$ cat config.mk
export PLATFORM = sky130hd
export DESIGN_NAME = inv_sel_alu
export DESIGN_NICKNAME = d
export VERILOG_FILES = /design/src/rtl/inv_sel_alu_pkg.sv /design/src/rtl/alu_operand_cond.sv /design/src/rtl/alu_adder_unit.sv /design/src/rtl/alu_logic_unit.sv /design/src/rtl/alu_result_sel.sv /design/src/rtl/inv_sel_alu.sv
export SDC_FILE = /design/constraint.sdc
export NUM_CORES = 1
export LEC_CHECK = 0
export BUFFER_PORTS_ARGS = -buffer_cell sky130_fd_sc_hd__buf_4
export CAP_MARGIN = 5
export CORE_AREA = 4 4 41 43
export DETAILED_ROUTE_END_ITERATION = 6
export DIE_AREA = 0 0 45 47
export PLACE_DENSITY = 0.62
export SKIP_LAST_GASP = 1
export SYNTH_ARGS = -nofsm -noshare
export SYNTH_HDL_FRONTEND = slang
export SYNTH_SLANG_ARGS = --single-unit
$ cat constraint.sdc
create_clock -name vclk -period 2.13
set_input_delay 0.213 -clock vclk [all_inputs]
set_output_delay 0.213 -clock vclk [all_outputs]
set_load 0.05 [all_outputs]
$ cat src/rtl/inv_sel_alu_pkg.sv
// Package: shared control-word types for the invert-and-select ALU.
// Assumes the control word is packed as {inv_a, inv_b, sel[1:0]}.
package inv_sel_alu_pkg;

    // Function selector applied after operand conditioning
    typedef enum logic [1:0] {
        SEL_AND  = 2'b00,
        SEL_OR   = 2'b01,
        SEL_SUM  = 2'b10,
        SEL_LESS = 2'b11
    } fn_sel_e;

    // Decoded view of the 4-bit control word
    typedef struct packed {
        logic    inv_a;
        logic    inv_b;
        fn_sel_e sel;
    } alu_ctrl_t;

    localparam int CTRL_W = $bits(alu_ctrl_t);

endpackage

$ cat src/rtl/alu_operand_cond.sv
// Module: conditionally inverts one operand bitwise.
// Assumes inv is stable for the evaluation; purely combinational.
module alu_operand_cond #(
    parameter int W = 4
) (
    input  logic [W-1:0] raw,
    input  logic         inv,
    output logic [W-1:0] cond
);

    // Apply the optional inversion
    always_comb begin
        cond = inv ? ~raw : raw;
    end

endmodule

$ cat src/rtl/alu_adder_unit.sv
// Module: adds two conditioned operands plus a carry-in and reports the
// signed overflow and the signed less-than decision taken from the sum.
// Assumes two's-complement operands of width W >= 2.
module alu_adder_unit #(
    parameter int W = 4
) (
    input  logic [W-1:0] x,
    input  logic [W-1:0] y,
    input  logic         cin,
    output logic [W-1:0] sum,
    output logic         ovf,
    output logic         less
);

    localparam int MSB = W - 1;

    // Form the W-bit sum; the carry-out is not needed
    always_comb begin
        sum = x + y + {{(W-1){1'b0}}, cin};
    end

    // Overflow: equal input signs with a differing sum sign
    always_comb begin
        ovf = (x[MSB] == y[MSB]) && (sum[MSB] != x[MSB]);
    end

    // Less-than: sign of the difference corrected by overflow
    always_comb begin
        less = sum[MSB] ^ ovf;
    end

endmodule

$ cat src/rtl/alu_logic_unit.sv
// Module: bitwise AND and OR of the conditioned operands.
// Assumes nothing beyond equal operand widths.
module alu_logic_unit #(
    parameter int W = 4
) (
    input  logic [W-1:0] x,
    input  logic [W-1:0] y,
    output logic [W-1:0] and_out,
    output logic [W-1:0] or_out
);

    // Produce both bitwise results in parallel
    always_comb begin
        and_out = x & y;
        or_out  = x | y;
    end

endmodule

$ cat src/rtl/alu_result_sel.sv
// Module: picks the final result from the function selector and forms the
// zero flag. Assumes the less-than bit lands in bit 0 only.
module alu_result_sel
    import inv_sel_alu_pkg::*;
#(
    parameter int W = 4
) (
    input  fn_sel_e      sel,
    input  logic [W-1:0] and_in,
    input  logic [W-1:0] or_in,
    input  logic [W-1:0] sum_in,
    input  logic         less_in,
    output logic [W-1:0] res,
    output logic         zero
);

    // Select one of the four function outputs
    always_comb begin
        unique case (sel)
            SEL_AND:  res = and_in;
            SEL_OR:   res = or_in;
            SEL_SUM:  res = sum_in;
            SEL_LESS: res = {{(W-1){1'b0}}, less_in};
            default:  res = '0;
        endcase
    end

    // Zero flag: no result bit set
    always_comb begin
        zero = ~|res;
    end

endmodule

$ cat src/rtl/inv_sel_alu.sv
// Module: top of the invert-and-select ALU. Conditions both operands,
// runs the adder and the logic unit in parallel, and selects a result.
// Assumes W >= 2; combinational only, so no clock or reset is present.
module inv_sel_alu
    import inv_sel_alu_pkg::*;
#(
    parameter int W = 4
) (
    input  logic [W-1:0]      op_a,
    input  logic [W-1:0]      op_b,
    input  logic [CTRL_W-1:0] ctrl,
    output logic [W-1:0]      result,
    output logic              zero_flag,
    output logic              ovf_flag
);

    alu_ctrl_t   cw;
    logic [W-1:0] cond_ops [2];
    logic [W-1:0] raw_ops  [2];
    logic [1:0]   inv_bits;
    logic [W-1:0] sum_w, and_w, or_w;
    logic         less_w;

    // Decode the control word and gather operands for the conditioning stage
    always_comb begin
        cw          = alu_ctrl_t'(ctrl);
        raw_ops[0]  = op_a;
        raw_ops[1]  = op_b;
        inv_bits[0] = cw.inv_a;
        inv_bits[1] = cw.inv_b;
    end

    for (genvar i = 0; i < 2; i++) begin : g_cond
        alu_operand_cond #(.W(W)) u_cond (
            .raw  (raw_ops[i]),
            .inv  (inv_bits[i]),
            .cond (cond_ops[i])
        );
    end

    // Carry-in follows invert-B so that inverted B plus one negates it
    alu_adder_unit #(.W(W)) u_add (
        .x    (cond_ops[0]),
        .y    (cond_ops[1]),
        .cin  (cw.inv_b),
        .sum  (sum_w),
        .ovf  (ovf_flag),
        .less (less_w)
    );

    alu_logic_unit #(.W(W)) u_logic (
        .x       (cond_ops[0]),
        .y       (cond_ops[1]),
        .and_out (and_w),
        .or_out  (or_w)
    );

    alu_result_sel #(.W(W)) u_sel (
        .sel     (cw.sel),
        .and_in  (and_w),
        .or_in   (or_w),
        .sum_in  (sum_w),
        .less_in (less_w),
        .res     (result),
        .zero    (zero_flag)
    );

endmodule

==> flow_summary_export.csv, run 1 <==
group,metric,value,unit
finish,layout.nets,118,
worst_hold_path,holdPathStages,4,
synthesis,yosys_warnings,0,
floorplanning,dieArea,2120,sq um
grt,first_global_vias,509,
synthesis,synth_top_area_share,21.8,%
grt,grt_pass1_wl,2.08,mm
route,drc,0,
placed_design,place_area,782,sq um
synthesis,ys_seq_area_share,0,%
status,failed_checks,"negative setup slack",
synthesis,yosys.area.top_type,"ha_1",
timing,tns,-0.890,ns
placed_design,place_ws,-0.484,ns
floorplanning,io_pins,18,
worst_setup_path,required,1.92,ns
worst_setup_path,crit_cells,12,
worst_setup_path,arrival,2.22,ns
worst_hold_path,hp-class,"input pin to output port",
placed_design,dp_cells,105,
timing,setup_viol,5,
worst_setup_path,endpoint_kind,"output port",
finish,fin_area,930,sq um
finish,diodes,0,
grt,grt_max_degree,9,
run,maxCapViolCount,0,
timing,fmax,411,MHz
floorplanning,die_h,47,um
placed_design,dpl.hpwl,1.03,mm
worst_setup_path,cp_slowest_stage_delay,0.52,ns
route,post_drt_wl_per_cell,11.3,um
finish,final_cells,110,
floorplanning,row_count,13,
floorplanning,fp.coreArea,1300,sq um
worst_setup_path,cp_max_fo,2,
route,drt-pass1-iter-count,1,
timing,hold_ws,0.972,ns
finish,nClkBuffers,0,
worst_setup_path,cpLargestDelayFamily,"adder cells",
finish,seqCellArea,0,sq um
synthesis,syn_inst,59,
timing,timing.final.crit_share,114,%
worst_setup_path,slowest_stage,"fa_2",
finish,multiInputGateArea,528,sq um
worst_setup_path,startpoint_type,"input pin",
power_and_ir_drop,ir_drop,0.235,mV
power_and_ir_drop,p_leak,0.466,nW
route,viasPerCell,4.58,
timing,rsz0062_at_grt,"true",
synthesis,ys_types,23,
route,wl,1.25,mm
floorplanning,start_util,35.3,%
synthesis,syn-cell-area,459,sq um
power_and_ir_drop,powerDensity,519,nW/um^2
finish,drive_gt1_share,63.2,%
power_and_ir_drop,p_total,482,uW
synthesis,avgSynthCellArea,7.78,sq um
worst_setup_path,crit_buf_inv,4,
timing,fin_crit,2.43,ns
route,ant_nets,0,
finish,synthToLayoutAreaGrowth,102,%
grt,gr-total-overflow,0,
grt,antenna_found_initial,0,
timing,fin_ws,-0.304,ns
synthesis,syn-num-nets,80,
timing,slew_viol_final,0,
route,drt_iter0_markers,0,
worst_setup_path,crit_chain,"buf_6 > xor2_4 > inv_2 > nand2_2 > o21ai_2 > fa_2 > inv_2 > mux2i_2 > o22ai_4 > or3_4 > a211oi_4 > buf_6",
finish,seq_cell_count,0,
timing,finalHoldViolations,0,
worst_setup_path,crit_type,"input pin to output port",
timing,tightest_slew,0.351,ns
clock_network,hold_buffers,0,
finish,fill_cells,97,
timing,maxSlewHeadroom,76.6,%
placed_design,port_buffers,18,
placed_design,gp_congestion,0.793,
status,outcome,"finished, violations left",
floorplanning,die_x,45,um
synthesis,synth_area_leaders,"ha_1 22%, xor2_1 11%, xnor2_1 9.5%",
finish,final_util,71.4,%
route,vias,504,
grt,gr-usage-all-layers,12.8,%
[cell type report]
class                           instances  area share (%)
Multi-Input combinational cell         45            56.8
Timing Repair Buffer                   39            36.7
Inverter                               11            4.44
Tap cell                               15            2.02
[synth_stat cells, types with 2 or more instances]
library cell and instances:
or3_1 2, ha_1 8, inv_1 11, nor2_1 2
nand2_1 4, mux2i_1 4, xor2_1 6, o22ai_1 2
clkbuf_1 2, xnor2_1 5
[what timing repair did]
action | in CTS | in global routing
endpoints found under the setup margin | 5 | 5
resized for setup | 22 | 4
setup buffers | 5 | 1
pin swaps | 4 | 1
[worst paths after layout]
kind / startpoint / endpoint / slack (ns)
setup / recovery: op_a[0] / zero_flag / -0.30
hold / removal: ctrl[0] / result[2] / 0.97
[cells in the final DEF, fill, tap and decap left out, drive strengths merged]
cell     n
mux2i    4
xnor2    5
nand2b   1
a21o     1
or3      2
o211ai   1
o21ai    1
nand2    4
nor2     2
a41oi    1
o22ai    2
nand4b   1
a21oi    1
nor2b    1
fa       1
buf     39
a211oi   1
ha       8
xor2     7
inv     11
a41o     1
[kinds of logic after synthesis]
logic type                 after synthesis  synth area share (%)
buffers and inverters                   14                  11.7
xor gates and xnor gates                12                  24.5
and+or+nand+nor                         11                  12.3
AOI/OAI and AO/OA                        9                  16.6
adders and majority gates                9                  26.2
muxes                                    4                  8.72
[routing by layer]
metal	track usage (%)	share of wire, %	up-vias
li1	-	-	261
met1	13.4	34	227
met2	28.5	59	14
met3	0.766	5.6	2
met4	0	1.2	0
met5	0	0	-
[where the power goes]
part,internal [mW],switching (mW)
Combinational,0.236,0.246
Sequential,0,0
Clock,0,0
Total,0.236,0.246
Note: power is estimated with default switching activity, not from simulation.
==> run 2: changes to the inputs <==
- PLACE_DENSITY: 0.62 -> 0.56
- SYNTH_HIERARCHICAL: not set -> 1
- clock period: 2.13 -> 3.2 ns (I/O delays scaled with it)
==> run 2 against run 1 <==
Compared with the run above:
- power is 59% lower
- the flow now finishes without violations
- first-iteration DRC count is 2 higher
- critical path type unchanged
- highest routed layer is now met3
- sequential share of layout area stayed put
- critical endpoint unchanged
==> flow_summary_export.csv, run 2 <==
group,metric,value,unit
synthesis,synthAdderAreaFrac,18.7,%
finish,fin_area,567,sq um
power_and_ir_drop,ir_drop,0.135,mV
synthesis,yosys.area.top_type,"xor2_1",
timing,finalHoldViolations,0,
worst_setup_path,cp_max_fo,5,
floorplanning,io_pins,18,
placed_design,place_area,567,sq um
synthesis,synth-simple-area-share,24.8,%
timing,rsz0062_at_grt,"false",
timing,maxSlewHeadroom,72.3,%
placed_design,dp_cells,79,
worst_setup_path,crit_buf_inv,3,
route,viasPerCell,4.57,
finish,drive_gt1_share,43.8,%
run,maxCapViolCount,0,
worst_hold_path,min_to,"result[2]",
synthesis,avgSynthCellArea,8.68,sq um
synthesis,synth_compound_area_share,10.1,%
route,drc,0,
timing,setup_viol,0,
route,drt-pass1-iter-count,3,
synthesis,yosys-top-cells-count,"9 x xor2_1, 7 x inv_1, 4 x and2_2, 4 x mux2i_1, 4 x or2_1",
finish,nClkBuffers,0,
clock_network,postCtsSetupBuffers,0,
floorplanning,fp.coreArea,1300,sq um
timing,fin_ws,0.139,ns
synthesis,synth.mux.area_fraction,15.3,%
worst_hold_path,min_from,"ctrl[0]",
grt,grt_max_degree,7,
worst_setup_path,cpLargestDelayFamily,"adder cells",
worst_setup_path,crit_path_frequent_cell,"buf_4",
worst_setup_path,slowest_stage,"mux4_2",
power_and_ir_drop,p_total,197,uW
grt,first_global_vias,301,
finish,final_common_cell,"buf_4",
worst_setup_path,required,2.88,ns
floorplanning,row_count,13,
worst_setup_path,crit_type,"input pin to output port",
finish,seqCellArea,0,sq um
worst_setup_path,startpoint_type,"input pin",
synthesis,synth_top_family_by_area,"simple AND/OR/NAND/NOR gates",
synthesis,syn_inst,47,
timing,tns,0,ns
synthesis,syn-num-nets,63,
floorplanning,start_util,31.3,%
placed_design,place_ws,0.120,ns
finish,final_util,43.6,%
timing,timing.final.crit_share,95.6,%
placed_design,gp_congestion,0.683,
worst_hold_path,hp-class,"input pin to output port",
status,outcome,"completed",
synthesis,yosysMostFrequentCell,"xor2_1",
clock_network,hold_buffers,0,
grt,antenna_found_initial,0,
timing,tightest_slew,0.415,ns
timing,slew_viol_final,0,
timing,fmax,327,MHz
route,drt_iter0_markers,2,
power_and_ir_drop,p_leak,0.281,nW
finish,fill_cells,146,
finish,diodes,0,
worst_setup_path,endpoint_kind,"output port",
timing,hold_ws,1.06,ns
placed_design,port_buffers,18,
finish,mostFrequentLayoutCells,"18 x buf_4, 9 x xor2_1, 7 x inv_1",
finish,layout.nets,82,
worst_setup_path,crit_chain,"buf_4 > xor2_1 > inv_1 > fa_1 > nand2b_4 > o2bb2ai_2 > maj3_2 > mux4_2 > nor4_4 > buf_4",
clock_network,cts_resized,0,
synthesis,synth_area_leaders,"xor2_1 19%, fa_1 9.8%, mux2i_1 9.8%",
synthesis,syn-cell-area,408,sq um
synthesis,ys_types,19,
worst_setup_path,cp_slowest_stage_delay,0.52,ns
route,wl,783,um
synthesis,synthXorXnorAreaFrac,23.6,%
finish,seq_cell_count,0,
route,ant_nets,0,
worst_setup_path,arrival,2.74,ns
grt,grt_pass1_wl,1.26,mm
route,vias,361,
grt,gr-usage-all-layers,7.59,%
floorplanning,die_h,47,um
route,post_drt_wl_per_cell,9.91,um
worst_hold_path,holdPathStages,3,
finish,synthToLayoutAreaGrowth,39.0,%
synthesis,ys_seq_area_share,0,%
finish,final_cells,79,
synthesis,yosys_warnings,6,
placed_design,dpl.hpwl,733,um
floorplanning,die_x,45,um
power_and_ir_drop,powerDensity,348,nW/um^2
floorplanning,dieArea,2120,sq um
synthesis,synth_top_area_share,19.3,%
grt,gr-total-overflow,0,
timing,fin_crit,3.06,ns
[run 2: changes by cell type after synthesis, sizes merged, moves of 2 or more]
cell     before  now
and2          0    4
ha            8    2
inv          11    7
nand2         4    1
o22ai         2    0
o2bb2ai       0    4
or2           0    5
or3           2    0
xnor2         5    2
xor2          7    9
[run 2: how the worst max path moves through the flow]
| stage | cells past startpoint | from | endpoint | slack (ns) |
|---|---|---|---|---|
| final | 10 | ctrl[2] | zero_flag | 0.14 |
| after global routing | 10 | ctrl[2] | zero_flag | 0.0008 |
| after CTS | 10 | ctrl[2] | zero_flag | 0.11 |
| after detailed placement | 10 | ctrl[2] | zero_flag | 0.12 |
| after global placement | 10 | ctrl[2] | zero_flag | 0.17 |
| after floorplan | 8 | ctrl[2] | zero_flag | 0.05 |
[run 2: logic make-up after synthesis]
family,Yosys count
multiplexers,5
XOR/XNOR,11
buffers and inverters,8
AND/OR/NAND/NOR,14
AO/OA/AOI/OAI,4
adder cells (fa/ha/maj),5
[run 2: area by class of cell]
class | instances | area, sq um | share of cell area [%]
inverters | 7 | 26.3 | 4.64
repair buffers | 18 | 135 | 23.8
well taps | 15 | 18.8 | 3.31
multi-input cells | 39 | 387 | 68.2
[run 2: per-layer routing]
layer | track usage (%) | part of all wire (%) | vias up
met2 | 13.0 | 45 | 13
met3 | 0.766 | 9.7 | 0
li1 | - | - | 188
met1 | 10.9 | 45 | 160
met4 | 0 | 0 | 0
met5 | 0 | 0 | -
[run 2: power breakdown]
part	total, mW	switching, mW	internal [mW]
logic	0.197	0.116	0.0815
registers	0	0	0
clock network	0	0	0
==> run 3: changes to the inputs <==
==> constraint.sdc (replaced) <==
create_clock -name vclk -period 3.2
set_input_delay 0.32 -clock vclk [all_inputs]
set_output_delay 0.32 -clock vclk [all_outputs]
set_load 0.1 [all_outputs]
==> run 3 against run 2 <==
Compared with the run above:
- global-route usage rose by 0.24 points
- flip-flop and latch count did not move
- utilization rose by 4.0 points
- via count fell by 1.1%
- final cell count did not move
- clock-buffer cell count did not move
- combinational power rose by 37%
- die area did not move
- sequential share of layout area did not move
- critical path depth did not move
- critical path type unchanged
- fmax rose by 0.50%
- non-clock buffer count did not move
==> flow_summary_export.csv, run 3 (same netlist as run 2, synthesis figures left out) <==
group,metric,value,unit
grt,first_global_vias,335,
finish,final_util,47.6,%
power_and_ir_drop,p_leak,0.291,nW
placed_design,gp_congestion,0.673,
finish,synthToLayoutAreaGrowth,51.8,%
finish,drive_gt1_share,53.1,%
finish,fin_area,619,sq um
route,ant_nets,0,
floorplanning,dieArea,2120,sq um
finish,final_common_cell,"buf_4",
grt,grt_pass1_wl,1.32,mm
floorplanning,start_util,31.3,%
worst_setup_path,endpoint_kind,"output port",
worst_hold_path,hp-class,"input pin to output port",
timing,maxSlewHeadroom,72.4,%
power_and_ir_drop,powerDensity,434,nW/um^2
finish,seq_cell_count,0,
route,drt_iter0_markers,0,
route,drt-pass1-iter-count,1,
finish,seqCellArea,0,sq um
route,post_drt_wl_per_cell,9.89,um
timing,fin_crit,3.05,ns
placed_design,place_area,607,sq um
worst_hold_path,min_from,"ctrl[0]",
clock_network,postCtsSetupBuffers,0,
timing,fin_ws,0.155,ns
route,viasPerCell,4.52,
route,drc,0,
grt,gr-total-overflow,0,
route,vias,357,
worst_setup_path,required,2.88,ns
finish,mostFrequentLayoutCells,"17 x buf_4, 7 x xor2_1, 7 x inv_1",
floorplanning,fp.coreArea,1300,sq um
worst_setup_path,cp_max_fo,5,
status,outcome,"completed",
finish,fill_cells,141,
worst_setup_path,arrival,2.73,ns
power_and_ir_drop,ir_drop,0.178,mV
placed_design,port_buffers,18,
floorplanning,die_h,47,um
grt,grt_max_degree,7,
route,wl,781,um
placed_design,place_ws,0.0992,ns
timing,fmax,328,MHz
power_and_ir_drop,p_total,269,uW
finish,nClkBuffers,0,
worst_hold_path,min_to,"result[3]",
worst_setup_path,crit_type,"input pin to output port",
floorplanning,die_x,45,um
worst_setup_path,startpoint_type,"input pin",
timing,setup_viol,0,
floorplanning,row_count,13,
timing,rsz0062_at_grt,"false",
finish,layout.nets,82,
timing,timing.final.crit_share,95.2,%
grt,antenna_found_initial,0,
timing,slew_viol_final,0,
floorplanning,io_pins,18,
grt,gr-usage-all-layers,7.83,%
timing,finalHoldViolations,0,
run,maxCapViolCount,0,
timing,tightest_slew,0.412,ns
finish,diodes,0,
worst_hold_path,holdPathStages,3,
finish,multiInputGateArea,435,sq um
## run 3: cell counts in the layout (fill, tap and decap cells not counted)
Identical to the previous run, type by type.
## run 3: area by class of cell
cell class	instances	share of cell area, %
multi-input cells	39	70.3
inverters	7	4.24
repair buffers	18	22.4
well taps	15	3.03
## run 3: stage by stage
step,setup TNS [ns],hold slack [ns],cells
6_report,0,1.08,79
5_1_grt,0,1.10,79
4_1_cts,0,1.07,79
3_5_place_dp,0,1.07,79
3_3_place_gp,0,1.06,79
2_1_floorplan,-1.17,0.951,47
## run 3: worst max path at each step
stage / start / end / cells after the start
after global routing: ctrl[3] / zero_flag / 10
final: ctrl[2] / zero_flag / 10
after CTS: ctrl[3] / zero_flag / 10
after detailed placement: ctrl[3] / zero_flag / 10
after global placement: ctrl[3] / zero_flag / 10
after floorplan: op_a[0] / zero_flag / 8
## run 3: what timing repair did
item	in CTS	in global routing
hold buffers	0	0
resized for setup	0	2
endpoints found under the setup margin	0	1
## run 3: critical path, stage by stage
cell	delay [ns]
buf_4	0.14
xor2_2	0.17
inv_1	0.07
fa_2	0.35
nand2b_4	0.16
o2bb2ai_4	0.15
maj3_2	0.30
mux4_2	0.51
nor4_4	0.28
buf_6	0.26
## run 3: per-layer routing
layer  part of all wire, %  routed length (um)  global-route usage, %
met1                    43                 338                   10.0
met2                    47                 370                   15.0
met3                   9.2                  72                  0.766
met4                     0                   0                      0
met5                     0                   0                      0
## run 3: power breakdown
part           switching [mW]  leakage (nW)  total (mW)  internal [mW]
clock network               0             0           0              0
registers                   0             0           0              0
logic                   0.178         0.291       0.269         0.0902
